<file path="src/rtl/phy_evt_pkg.sv">
package phy_evt_pkg;

  localparam int REG_W = 16;
  localparam int NSRC  = 3;

  // source index order used on every internal vector
  localparam int SRC_LINK  = 0;
  localparam int SRC_SPEED = 1;
  localparam int SRC_DPLX  = 2;

  // register bit positions, indexed by source
  localparam int FLAG_POS [NSRC] = '{2, 3, 4};
  localparam int MASK_POS [NSRC] = '{12, 10, 11};
  localparam int MASTER_POS = 8;
  localparam int IRQ_POS    = 0;

  typedef logic [NSRC-1:0]  src_vec_t;
  typedef logic [REG_W-1:0] reg_word_t;

  // value of the register right after reset
  function automatic reg_word_t reset_word();
    reg_word_t w;
    w = '0;
    for (int i = 0; i < NSRC; i++) w[MASK_POS[i]] = 1'b1;
    w[MASTER_POS] = 1'b1;
    return w;
  endfunction

endpackage

</file>
<file path="src/rtl/phy_evt_sync.sv">
module phy_evt_sync #(
  parameter int W      = 3,
  parameter int STAGES = 2
) (
  input  logic         clk,
  input  logic         rst_n,
  input  logic [W-1:0] async_in,
  output logic [W-1:0] sync_out
);

  localparam int LAST = STAGES - 1;

  logic [W-1:0] stg_q [STAGES];

  always_ff @(posedge clk or negedge rst_n) begin
    if (!rst_n) begin
      for (int s = 0; s < STAGES; s++) stg_q[s] <= '0;
    end else begin
      stg_q[0] <= async_in;
      for (int s = 1; s < STAGES; s++) stg_q[s] <= stg_q[s-1];
    end
  end

  assign sync_out = stg_q[LAST];

endmodule

</file>
<file path="src/rtl/phy_evt_detect.sv">
module phy_evt_detect #(
  parameter int W     = 3,
  parameter int PRIME = 3
) (
  input  logic         clk,
  input  logic         rst_n,
  input  logic [W-1:0] level,
  output logic [W-1:0] toggled
);

  // prime_q fills with ones so that edges are only reported once prev_q
  // holds a genuine synchronized sample rather than the reset value
  logic [PRIME-1:0] prime_q;
  logic [W-1:0]     prev_q;
  logic             armed;

  always_ff @(posedge clk or negedge rst_n) begin
    if (!rst_n) begin
      prime_q <= '0;
      prev_q  <= '0;
    end else begin
      prime_q <= {prime_q[PRIME-2:0], 1'b1};
      prev_q  <= level;
    end
  end

  assign armed = prime_q[PRIME-1];

  for (genvar i = 0; i < W; i++) begin : g_edge
    assign toggled[i] = armed & (level[i] ^ prev_q[i]);
  end

endmodule

</file>
<file path="src/rtl/phy_evt_flags.sv">
module phy_evt_flags #(
  parameter int W = 3
) (
  input  logic         clk,
  input  logic         rst_n,
  input  logic [W-1:0] set_ev,
  input  logic         clr,
  output logic [W-1:0] flag
);

  for (genvar i = 0; i < W; i++) begin : g_flag
    logic flag_q;
    always_ff @(posedge clk or negedge rst_n) begin
      if (!rst_n) flag_q <= 1'b0;
      else        flag_q <= (flag_q & ~clr) | set_ev[i];
    end
    assign flag[i] = flag_q;
  end

endmodule

</file>
<file path="src/rtl/phy_evt_irq.sv">
module phy_evt_irq
  import phy_evt_pkg::*;
#(
  parameter int SYNC_STAGES = 2
) (
  input  logic             clk,
  input  logic             rst_n,
  input  logic             wr_en,
  input  logic [REG_W-1:0] wr_data,
  input  logic             rd_en,
  output logic [REG_W-1:0] rd_data,
  input  logic             link_up,
  input  logic             speed_100,
  input  logic             full_dplx,
  output logic             irq_n
);

  localparam int PRIME = SYNC_STAGES + 1;

  src_vec_t raw_lvl, sync_lvl, ev_w, flag_q, src_mask_q, pend;
  logic     master_q, irq_act;
  logic     unused_wr;

  assign raw_lvl[SRC_LINK]  = link_up;
  assign raw_lvl[SRC_SPEED] = speed_100;
  assign raw_lvl[SRC_DPLX]  = full_dplx;

  phy_evt_sync #(.W(NSRC), .STAGES(SYNC_STAGES)) u_sync (
    .clk(clk), .rst_n(rst_n), .async_in(raw_lvl), .sync_out(sync_lvl)
  );

  phy_evt_detect #(.W(NSRC), .PRIME(PRIME)) u_det (
    .clk(clk), .rst_n(rst_n), .level(sync_lvl), .toggled(ev_w)
  );

  phy_evt_flags #(.W(NSRC)) u_flg (
    .clk(clk), .rst_n(rst_n), .set_ev(ev_w), .clr(rd_en), .flag(flag_q)
  );

  // mask bits: the only writable state
  always_ff @(posedge clk or negedge rst_n) begin
    if (!rst_n) begin
      src_mask_q <= '1;
      master_q   <= 1'b1;
    end else if (wr_en) begin
      for (int i = 0; i < NSRC; i++) src_mask_q[i] <= wr_data[MASK_POS[i]];
      master_q <= wr_data[MASTER_POS];
    end
  end

  assign unused_wr = ^wr_data;

  assign pend    = flag_q & ~src_mask_q;
  assign irq_act = ~master_q & (|pend);
  assign irq_n   = ~irq_act;

  always_comb begin
    rd_data = '0;
    for (int i = 0; i < NSRC; i++) begin
      rd_data[FLAG_POS[i]] = flag_q[i];
      rd_data[MASK_POS[i]] = src_mask_q[i];
    end
    rd_data[MASTER_POS] = master_q;
    rd_data[IRQ_POS]    = irq_act;
  end

endmodule

</file>
<file path="config.mk">
export PLATFORM = sky130hd
export DESIGN_NAME = phy_evt_irq
export DESIGN_NICKNAME = d
export VERILOG_FILES = /design/src/rtl/phy_evt_pkg.sv /design/src/rtl/phy_evt_sync.sv /design/src/rtl/phy_evt_detect.sv /design/src/rtl/phy_evt_flags.sv /design/src/rtl/phy_evt_irq.sv
export SDC_FILE = /design/constraint.sdc
export NUM_CORES = 1
export LEC_CHECK = 0
export ABC_AREA = 1
export BUFFER_PORTS_ARGS = -buffer_cell sky130_fd_sc_hd__buf_2
export CORE_ASPECT_RATIO = 1.25
export CORE_UTILIZATION = 41
export DETAILED_ROUTE_END_ITERATION = 10
export PLACE_DENSITY = 0.74
export SYNTH_ARGS = -nofsm -noshare
export SYNTH_HDL_FRONTEND = slang
export SYNTH_HIERARCHICAL = 1
export SYNTH_SLANG_ARGS = --single-unit
</file>
<file path="constraint.sdc">
create_clock -name clk -period 2.3 [get_ports clk]
set_clock_uncertainty 0.05 [all_clocks]
set_input_delay 0.46 -clock clk [delete_from_list [all_inputs] [get_ports clk]]
set_output_delay 0.46 -clock clk [all_outputs]
set_load 0.01 [all_outputs]
</file>
==> Word-level counts from Yosys, hierarchy flattened <==
Cells that the tools add are included.
{ "word_totals": {"output_inout_bits": 17, "input_bits": 23, "ff_bits": 19, "wordCells": 28} }
{ "classes": {"reduce_logical": 1, "n_bitwise": 18} }
{ "op_table": {"columns": ["cell", "count"], "rows": [
  ["AND 1 bit", 7],
  ["AND 3 bit", 1],
  ["inverter 1 bit", 3],
  ["inverter 3 bit", 1],
  ["OR 1 bit", 3],
  ["OR reduction 3 bit", 1],
  ["XOR 1 bit", 3]
]} }

==> Logic depth before layout (Yosys ltp) <==
Gate-level depths: netlist of run 1.
{ "logic_depth": {"ltp_word": 5, "depth_mapped": 6, "ltp_nobuf": 5} }

==> Modules after synthesis <==
Netlist of run 1, hierarchy kept.
{ "modules_own_cells": {"columns": ["mod", "area_per_inst_um2", "n_inst", "seq_area_each_um2", "cells_each"], "rows": [
  ["phy_evt_irq", 265.3, 1, 105.1, 33],
  ["phy_evt_detect", 198.9, 1, 150.1, 19],
  ["phy_evt_sync", 172.7, 1, 150.1, 9],
  ["phy_evt_flags", 135.1, 1, 75.1, 16]
]} }

==> Worst setup path after synthesis of run 1 <==
Ideal clock, no wire load.
{ "synth_path": {"kind": "register -> output", "from": "reg src_mask_q[1]", "to": "out rd_data[0]", "required_time_ps": 1790, "arrival_time_ps": 959, "n_path_buf": 1, "slack_ps": 831, "stages_incl_launch_ff": 7, "cell_sequence": "dfstp_2 > inv_1 > nand2_1 > nand3_2 > nand2_2 > inv_2 > buf_4"} }
{ "synth_between": {"elab_chain_cells": 4} }
{ "synth_rtl": {"columns": ["element", "line", "source"], "rows": [
  ["start, declared", "phy_evt_irq.sv:20", "src_vec_t raw_lvl, sync_lvl, ev_w, flag_q, src_mask_q, pend;"],
  ["start signal, assigned", "phy_evt_irq.sv:43", "src_mask_q <= '1;"],
  ["inverter 3 bit", "phy_evt_irq.sv:53", "assign pend = flag_q & ~src_mask_q;"],
  ["AND 3 bit", "phy_evt_irq.sv:53", null],
  ["OR reduction 3 bit", "phy_evt_irq.sv:54", "assign irq_act = ~master_q & (|pend);"],
  ["AND 1 bit", "phy_evt_irq.sv:54", null],
  ["end, declared", "phy_evt_irq.sv:11", "output logic [REG_W-1:0] rd_data,"]
]} }
No other way between the ends.

==> Worst setup path in the final report of run 1 <==
{ "layout_path": {"from": "reg src_mask_q[0]", "to": "out rd_data[0]"} }
The elaborated chain is that of the path after synthesis.

==> results of run 1 <==
## cell usage after synthesis
| cell type | instances |
|---|---|
| nand2_1 | 19 |
| o21ai_0 | 4 |
| dfrtp_1 | 15 |
| dfstp_2 | 4 |
| conb_1 | 2 |
| nor2_1 | 6 |
| inv_1 | 7 |
| nand3_2 | 1 |
| buf_4 | 16 |
| nand2_2 | 1 |
| inv_2 | 2 |
## cells by family after synthesis
kind of cell           Yosys count  synth area share
AO/OA/AOI/OAI                    4            0.0259
buffers and inverters           25             0.199
flip-flops                      19             0.622
AND/OR/NAND/NOR                 27             0.143
other                            2           0.00973
## cell usage in the layout (no fill, tap or decap), drive strengths merged
cell type and count:
clkinv 1, nand3 1, dfrtp 15, nand2 20
buf 19, nor2 6, inv 9, clkbuf 3
conb 9, dfstp 4, o21ai 4
## registers in the layout, summed over array words and instances, names as in the netlist
name	cells
u_sync/stg_q	3
u_flg/g_flag.flag_q	3
u_sync/sync_out	3
src_mask_q	3
u_det/prev_q	3
u_det/prime_q	3
master_q	1
## metrics by stage
stage                util  hold slack (ns)  power (mW)
finish              0.467           0.0220       0.614
global route        0.467           0.0382       0.656
CTS                 0.467           0.0272       0.625
detailed placement  0.451            0.288       0.459
global placement    0.451            0.283       0.454
floorplan               -            0.114       0.447
## worst min-delay path by stage
stage,endpoint,slack (ns),depth (start not counted)
global placement,u_sync/sync_out[1]$_DFF_PN0_,0.28,0
floorplan,u_det/prev_q[0]$_DFF_PN0_,0.11,0
global route,u_flg/g_flag[1].flag_q$_DFF_PN0_,0.04,1
finish,u_flg/g_flag[1].flag_q$_DFF_PN0_,0.02,1
detailed placement,u_sync/sync_out[2]$_DFF_PN0_,0.29,0
CTS,u_flg/g_flag[1].flag_q$_DFF_PN0_,0.03,1
## power by group
group / switching, mW / total [mW] / internal, mW
clock: 0.0986 / 0.163 / 0.0648
sequential: 0.0115 / 0.373 / 0.361
combinational: 0.0479 / 0.0774 / 0.0295
## worst max-delay path, stage by stage, from the launching register on
cell     delay [ns]
dfstp_2        0.54
inv_1          0.04
nand2_1        0.07
nand3_2        0.07
nand2_2        0.07
inv_2          0.03
buf_2          0.12
## metal layers
layer  share of wire  global-route usage
met1            0.38               0.117
met2            0.50               0.188
met5               0                   0
met3           0.084              0.0398
met4           0.027              0.0833
## area by class of cell
class / instances / area (sq um) / share of cell area
Multi-Input combinational cell: 40 / 164 / 0.199
Inverter: 9 / 33.8 / 0.0410
Timing Repair Buffer: 19 / 95.1 / 0.115
Sequential cell: 19 / 480 / 0.583
Tap cell: 19 / 23.8 / 0.0288
Clock buffer: 3 / 22.5 / 0.0273
Clock inverter: 1 / 5.00 / 0.00607
==> flow_metrics.env, run 1 <==
export IMPL_outcome="complete, no violations"
export IMPL_clkLatencyLatePin_ns=0.30
export IMPL_startpoint_type="register"
export IMPL_ys_warn_count=6
export IMPL_period_needed_ns=1.75
export IMPL_drv_slew=0
export IMPL_clockRootBuffer="clkbuf_4"
export IMPL_dp_cells=106
export IMPL_synth_seq_cells=19
export IMPL_synthDistinctLibCells=11
export IMPL_power_density_nw_per_um2=744
export IMPL_core_area_sq_um=1770
export IMPL_tns_ns=0
export IMPL_path_max_fanout=2
export IMPL_viasPerCell=4.35
export IMPL_pre_cts_ws_ns=0.861
export IMPL_r2r_start="src_mask_q[0]$_DFFE_PN1P_"
export IMPL_final_hold_violation_count=0
export IMPL_cts_path_max_buffers=2
export IMPL_reg2reg_setup_slack_ns=1.43
export IMPL_final_layout_size_suffix_gt1_frac=0.341
export IMPL_worst_r2r_endpoint="src_mask_q[0]$_DFFE_PN1P_"
export IMPL_ant_nets=0
export IMPL_placed_cell_area_sq_um=797
export IMPL_cp_startpoint="src_mask_q[0]$_DFFE_PN1P_"
export IMPL_critPathKind="reg2out"
export IMPL_setup_ws_ns=0.545
export IMPL_final_design_area_no_fill_sq_um=825
export IMPL_cts_tree="built"
export IMPL_n_antenna_cell=0
export IMPL_cp_end_kind="output pin"
export IMPL_gp_congestion=0.654
export IMPL_detail_route_iter0_violations=6
export IMPL_netlist_top_cell_by_area="dfrtp_1"
export IMPL_numCtsBuffers=3
export IMPL_die_w_microns=40.8
export IMPL_post_cts_setup_buffers=0
export IMPL_grt_pass1_vias=434
export IMPL_crit_end="rd_data[0]"
export IMPL_layout_nets=115
export IMPL_wl_per_cell_microns=8.84
export IMPL_grt_total_usage=0.117
export IMPL_dp_hpwl_microns=757
export IMPL_avgSynthCellArea_sq_um=10.0
export IMPL_hp_class="in2async"
export IMPL_clock_sinks=19
export IMPL_area_growth_pct=6.81
export IMPL_setup_viol=0
export IMPL_reg2regPathDepth=2
export IMPL_crit_arrival_ns=1.24
export IMPL_crit_required_ns=1.79
export IMPL_overflow=0
export IMPL_grt_max_degree=20
export IMPL_ys_seq_area_frac=0.622
export IMPL_fmax_ghz=0.570
export IMPL_cts_resized=0
export IMPL_die_y_microns=50.5
export IMPL_drt_pass1_iterations=3
export IMPL_cts_clk_slew_worst_paths_ns=0.11
export IMPL_io_buffers=19
export IMPL_initial_utilization=0.437
export IMPL_final_cells=110
export IMPL_grt_pass1_wl_mm=1.57
export IMPL_ir_drop_uv=364
export IMPL_rows=17
export IMPL_fillers=172
export IMPL_antenna_found_initial=0
export IMPL_syn_inst=77
export IMPL_routed_wirelength_microns=972
export IMPL_vias=478
export IMPL_netlist_top_cells_area="dfrtp_1, buf_4, dfstp_2"
export IMPL_ios=40
export IMPL_htree_levels=1
export IMPL_power_leakage_nw=0.456
export IMPL_drc_errors=0
export IMPL_die_area_sq_um=2060
export IMPL_synth_top_area_frac=0.486
export IMPL_syn_area_sq_um=772
export IMPL_rsz0062_at_grt="false"
export IMPL_cts_hold_buffers_added=0
export IMPL_fin_crit_sh=0.763
export IMPL_cap_violations=0
(Power assumes the default switching activity.)
==> run 2: changes to the inputs <==
--- a/config.mk
+++ b/config.mk
@@ -8,9 +8,9 @@
 export ABC_AREA = 1
 export BUFFER_PORTS_ARGS = -buffer_cell sky130_fd_sc_hd__buf_2
 export CORE_ASPECT_RATIO = 1.25
-export CORE_UTILIZATION = 41
+export CORE_UTILIZATION = 39
 export DETAILED_ROUTE_END_ITERATION = 10
-export PLACE_DENSITY = 0.74
+export PLACE_DENSITY = 0.73
 export SYNTH_ARGS = -nofsm -noshare
 export SYNTH_HDL_FRONTEND = slang
 export SYNTH_HIERARCHICAL = 1
==> constraint.sdc (replaced) <==
create_clock -name clk -period 1.6 [get_ports clk]
set_clock_uncertainty 0.05 [all_clocks]
set_input_delay 0.32 -clock clk [delete_from_list [all_inputs] [get_ports clk]]
set_output_delay 0.32 -clock clk [all_outputs]
set_load 0.01 [all_outputs]
==> run 2 against run 1 <==
- total power increased by 46%
- sequential cell count unchanged
- worst setup slack got worse by 0.52 ns
- sequential share of layout area decreased by 1.5 points
- first-iteration DRC count decreased by 83%
- global-route usage decreased by 0.23 points
- register-to-register slack got worse by 0.70 ns
- largest power group unchanged
==> flow_metrics.env, run 2 (synthesized netlist as in run 1, its figures left out) <==
export IMPL_grt_total_usage=0.115
export IMPL_met2_usage=0.193
export IMPL_worstHoldPathCells=1
export IMPL_power_frac_clock=0.261
export IMPL_die_w_microns=41.8
export IMPL_period_needed_ns=1.58
export IMPL_reg2regPathDepth=2
export IMPL_startpoint_type="register"
export IMPL_layout_nets=116
export IMPL_fin_crit_sh=0.985
export IMPL_ir_drop_uv=564
export IMPL_cp_end_kind="output pin"
export IMPL_vias=473
export IMPL_drv_slew=0
export IMPL_gp_congestion=0.693
export IMPL_clock_sinks=19
export IMPL_drt_pass1_iterations=2
export IMPL_ant_nets=0
export IMPL_detail_route_iter0_violations=1
export IMPL_crit_required_ns=1.23
export IMPL_rows=17
export IMPL_setup_viol=0
export IMPL_path_max_fanout=2
export IMPL_antenna_found_initial=0
export IMPL_cts_clk_slew_worst_paths_ns=0.10
export IMPL_die_y_microns=51.7
export IMPL_swShare=0.254
export IMPL_grt_busiest_layer="met2"
export IMPL_grt_pass1_vias=458
export IMPL_final_layout_size_suffix_gt1_frac=0.391
export IMPL_grt_max_degree=20
export IMPL_htree_levels=1
export IMPL_layout_common_cells="buf_2, nand2_1, dfrtp_1, conb_1, nor2_1"
export IMPL_numCtsBuffers=3
export IMPL_drc_errors=0
export IMPL_post_cts_setup_buffers=0
export IMPL_sequentialPowerShare=0.603
export IMPL_viasPerCell=4.26
export IMPL_clkLatencyLatePin_ns=0.29
export IMPL_grt_pass1_wl_mm=1.79
export IMPL_setup_ws_ns=0.0234
export IMPL_fin_hold_ws_ns=0.0746
export IMPL_routed_wirelength_mm=1.01
export IMPL_area_growth_pct=9.72
export IMPL_initial_utilization=0.427
export IMPL_grtUsageMet3=0.0313
export IMPL_final_common_cell="buf_2"
export IMPL_cap_violations=0
export IMPL_overflow=0
export IMPL_outcome="complete, no violations"
export IMPL_cts_path_max_buffers=2
export IMPL_ios=40
export IMPL_hp_class="in2reg"
export IMPL_clockRootBuffer="clkbuf_4"
export IMPL_crit_arrival_ns=1.21
export IMPL_power_frac_comb=0.136
export IMPL_core_area_sq_um=1810
export IMPL_final_hold_violation_count=0
export IMPL_power_leakage_nw=0.457
export IMPL_pre_cts_ws_ns=0.321
export IMPL_die_area_sq_um=2160
export IMPL_critPathKind="reg2out"
export IMPL_grt_use_met1=0.125
export IMPL_n_antenna_cell=0
export IMPL_p_int_mw=0.667
export IMPL_fmax_ghz=0.634
export IMPL_power_density_nw_per_um2=1050
export IMPL_wl_per_cell_microns=9.14
export IMPL_cts_tree="built"
export IMPL_rsz0062_at_grt="true"
export IMPL_p_sw_mw=0.227
export IMPL_io_buffers=19
run 2: layer usage:
metal	wire length, microns	up-vias
met3	61	2
met5	0	-
met2	524	21
li1	-	230
met1	424	220
met4	4	0
run 2: path summary, 6_finish.rpt:
| check | end | from | slack (ns) |
|---|---|---|---|
| worst max-delay path | rd_data[0] | src_mask_q[1]$_DFFE_PN1P_ | 0.02 |
| worst min-delay path | u_sync/stg_q[5]$_DFF_PN0_ | full_dplx | 0.07 |
| worst max register to register | src_mask_q[0]$_DFFE_PN1P_ | src_mask_q[0]$_DFFE_PN1P_ | 0.73 |
| worst min register to register | u_sync/sync_out[2]$_DFF_PN0_ | u_sync/stg_q[5]$_DFF_PN0_ | 0.31 |
| max in group asynchronous | src_mask_q[0]$_DFFE_PN1P_ | rst_n | 0.73 |
| min in group asynchronous | u_flg/g_flag[1].flag_q$_DFF_PN0_ | rst_n | 0.44 |
run 2: power groups by stage:
| stage | sequential, mW | clock, mW | combinational, mW |
|---|---|---|---|
| after floorplan | 0.543 | 0 | 0.0994 |
| after global placement | 0.543 | 0 | 0.109 |
| after detailed placement | 0.545 | 0 | 0.113 |
| after CTS | 0.539 | 0.248 | 0.123 |
| after global routing | 0.544 | 0.269 | 0.138 |
| final | 0.539 | 0.233 | 0.122 |
run 2: layout make-up:
type	count	area (sq um)
clock buffer	4	26.3
fill	181	961
inverter	9	33.8
multi-input combinational	40	171
sequential	19	480
tap	19	23.8
timing repair buffer	20	111
run 2: repair_timing:
item	4_1_cts	5_1_grt
setup endpoints to repair	2	2
endpoints found under the hold margin	15	0
hold buffers	1	0
resized for setup	7	0
pin swaps	2	2
run 2: worst max-delay path, stage by stage (launching register included):
cell	delay (ns)
dfstp_2	0.55
inv_2	0.04
nand2_2	0.05
nand3_2	0.07
nand2_2	0.07
inv_2	0.04
buf_6	0.11
run 2: per-stage QoR:
stage	utilization	instances	area (sq um)	setup TNS (ns)	power (mW)
after CTS	0.469	111	847	0	0.910
after detailed placement	0.441	106	797	0	0.658
after floorplan	-	84	798	0	0.643
after global routing	0.469	111	847	-0.0910	0.951
after global placement	0.441	106	797	0	0.652
final	0.469	111	847	0	0.893
==> run 3: changes to the inputs <==
--- a/config.mk
+++ b/config.mk
@@ -11,6 +11,7 @@
 export CORE_UTILIZATION = 39
 export DETAILED_ROUTE_END_ITERATION = 10
 export PLACE_DENSITY = 0.73
+export RECOVER_POWER = 50
 export SYNTH_ARGS = -nofsm -noshare
 export SYNTH_HDL_FRONTEND = slang
 export SYNTH_HIERARCHICAL = 1
==> run 3 against run 2 <==
- via count did not move
- global-route usage did not move
- sequential power barely moved
- first-iteration DRC count did not move
- sequential share of layout area did not move
- fmax did not move
- clock power barely moved
- final area did not move
- die area did not move
- utilization did not move
- sequential cell count did not move
- critical path type unchanged
- largest power group unchanged
==> flow_metrics.env, run 3 (synthesized netlist as in run 1, its figures left out) <==
export IMPL_ios=40
export IMPL_clockRootBuffer="clkbuf_4"
export IMPL_gp_congestion=0.693
export IMPL_grt_pass1_vias=458
export IMPL_slowest_delay_ns=0.55
export IMPL_finalPower_mw=0.893
export IMPL_grt_total_usage=0.115
export IMPL_final_design_area_no_fill_sq_um=847
export IMPL_core_area_sq_um=1810
export IMPL_cts_path_max_buffers=2
export IMPL_drv_slew=0
export IMPL_final_hold_violation_count=0
export IMPL_initial_utilization=0.427
export IMPL_r2r_start="src_mask_q[0]$_DFFE_PN1P_"
export IMPL_register_area_sq_um=480
export IMPL_htree_levels=1
export IMPL_numCtsBuffers=3
export IMPL_critPathKind="reg2out"
export IMPL_cp_end_kind="output pin"
export IMPL_period_needed_ns=1.58
export IMPL_grt_pass1_wl_mm=1.79
export IMPL_hp_class="in2reg"
export IMPL_path_max_fanout=2
export IMPL_startpoint_type="register"
export IMPL_viasPerCell=4.26
export IMPL_die_area_sq_um=2160
export IMPL_cts_tree="built"
export IMPL_clock_sinks=19
export IMPL_grt_max_degree=20
export IMPL_final_layout_size_suffix_gt1_frac=0.391
export IMPL_multi_input_area_sq_um=171
export IMPL_crit_arrival_ns=1.21
export IMPL_drt_pass1_iterations=2
export IMPL_final_util=0.469
export IMPL_path_cells="inv_2 > nand2_2 > nand3_2 > nand2_2 > inv_2 > buf_6"
export IMPL_wl_per_cell_microns=9.13
export IMPL_cp_startpoint="src_mask_q[1]$_DFFE_PN1P_"
export IMPL_final_cells=111
export IMPL_n_antenna_cell=0
export IMPL_setup_viol=0
export IMPL_final_common_cell="buf_2"
export IMPL_ant_nets=0
export IMPL_post_cts_setup_buffers=0
export IMPL_clkLatencyLatePin_ns=0.29
export IMPL_worstHoldStart="full_dplx"
export IMPL_detail_route_iter0_violations=1
export IMPL_critPathSlowestCell="dfstp_2"
export IMPL_routed_wirelength_mm=1.01
export IMPL_placed_cell_area_sq_um=797
export IMPL_ir_drop_uv=564
export IMPL_die_w_microns=41.8
export IMPL_power_density_nw_per_um2=1050
export IMPL_area_growth_pct=9.72
export IMPL_fin_crit_sh=0.985
export IMPL_rsz0062_at_grt="true"
export IMPL_power_leakage_nw=0.458
export IMPL_drc_errors=0
export IMPL_rows=17
export IMPL_die_y_microns=51.7
export IMPL_cap_violations=0
export IMPL_outcome="complete, no violations"
export IMPL_layout_nets=116
export IMPL_io_buffers=19
export IMPL_vias=473
export IMPL_layout_common_cells="buf_2, nand2_1, dfrtp_1, conb_1, nor2_1"
export IMPL_dp_cells=106
export IMPL_fillers=181
export IMPL_overflow=0
export IMPL_crit_required_ns=1.23
export IMPL_tns_ns=0
export IMPL_antenna_found_initial=0
export IMPL_fmax_ghz=0.634
export IMPL_cts_clk_slew_worst_paths_ns=0.10
[run 3: cell count changes in the layout (fill, tap and decap cells not counted), sizes merged]
cell and delta:
buf -1, clkbuf +1
[run 3: worst paths after layout]
kind                                                    end  slack, ns  cells after the start
setup / recovery                                 rd_data[0]       0.02                      6
hold / removal                    u_sync/stg_q[5]$_DFF_PN0_       0.07                      1
setup reg to reg                  src_mask_q[0]$_DFFE_PN1P_       0.73                      2
hold reg to reg                u_sync/sync_out[2]$_DFF_PN0_       0.31                      0
max in group asynchronous         src_mask_q[0]$_DFFE_PN1P_       0.69                      2
min in group asynchronous  u_flg/g_flag[1].flag_q$_DFF_PN0_       0.45                      2
[run 3: per-layer routing]
| metal | track usage | vias up | share of wire |
|---|---|---|---|
| met5 | 0 | - | 0 |
| met2 | 0.193 | 21 | 0.52 |
| met4 | 0.0806 | 0 | 0.0039 |
| met1 | 0.125 | 220 | 0.42 |
| met3 | 0.0313 | 2 | 0.059 |
| li1 | - | 230 | - |
[run 3: what timing repair did]
item / CTS / global route
gates resized for setup: 7 / 0
endpoints found under the setup margin: 2 / 2
hold buffers: 1 / 0
pin swaps: 2 / 2
hold endpoints to repair: 15 / 0
[run 3: layout make-up]
cell class | count | share of cell area
multi-input cells | 40 | 0.202
flip-flops and latches | 19 | 0.567
inverters | 9 | 0.0399
clock buffers | 4 | 0.0310
well taps | 19 | 0.0281
repair buffers | 20 | 0.131
[run 3: power breakdown]
part	switching (mW)	total, mW	internal [mW]	leakage, nW
Sequential	0.0192	0.539	0.519	0.218
Combinational	0.0714	0.122	0.0504	0.225
Clock	0.136	0.233	0.0969	0.0150
Total	0.227	0.893	0.667	0.458
[run 3: metrics by stage]
step,setup slack (ns),hold WS (ns)
2_1_floorplan,0.271,-0.0256
3_3_place_gp,0.325,0.212
3_5_place_dp,0.321,0.224
4_1_cts,0.00266,0.0599
5_1_grt,-0.0569,0.0474
6_report,0.0234,0.0746
[run 3: critical path, delay by kind of cell (launching register included)]
kind / cells / cell delay (ns)
flip-flops: 1 / 0.55
buffers and inverters: 3 / 0.19
AND/OR/NAND/NOR: 3 / 0.19
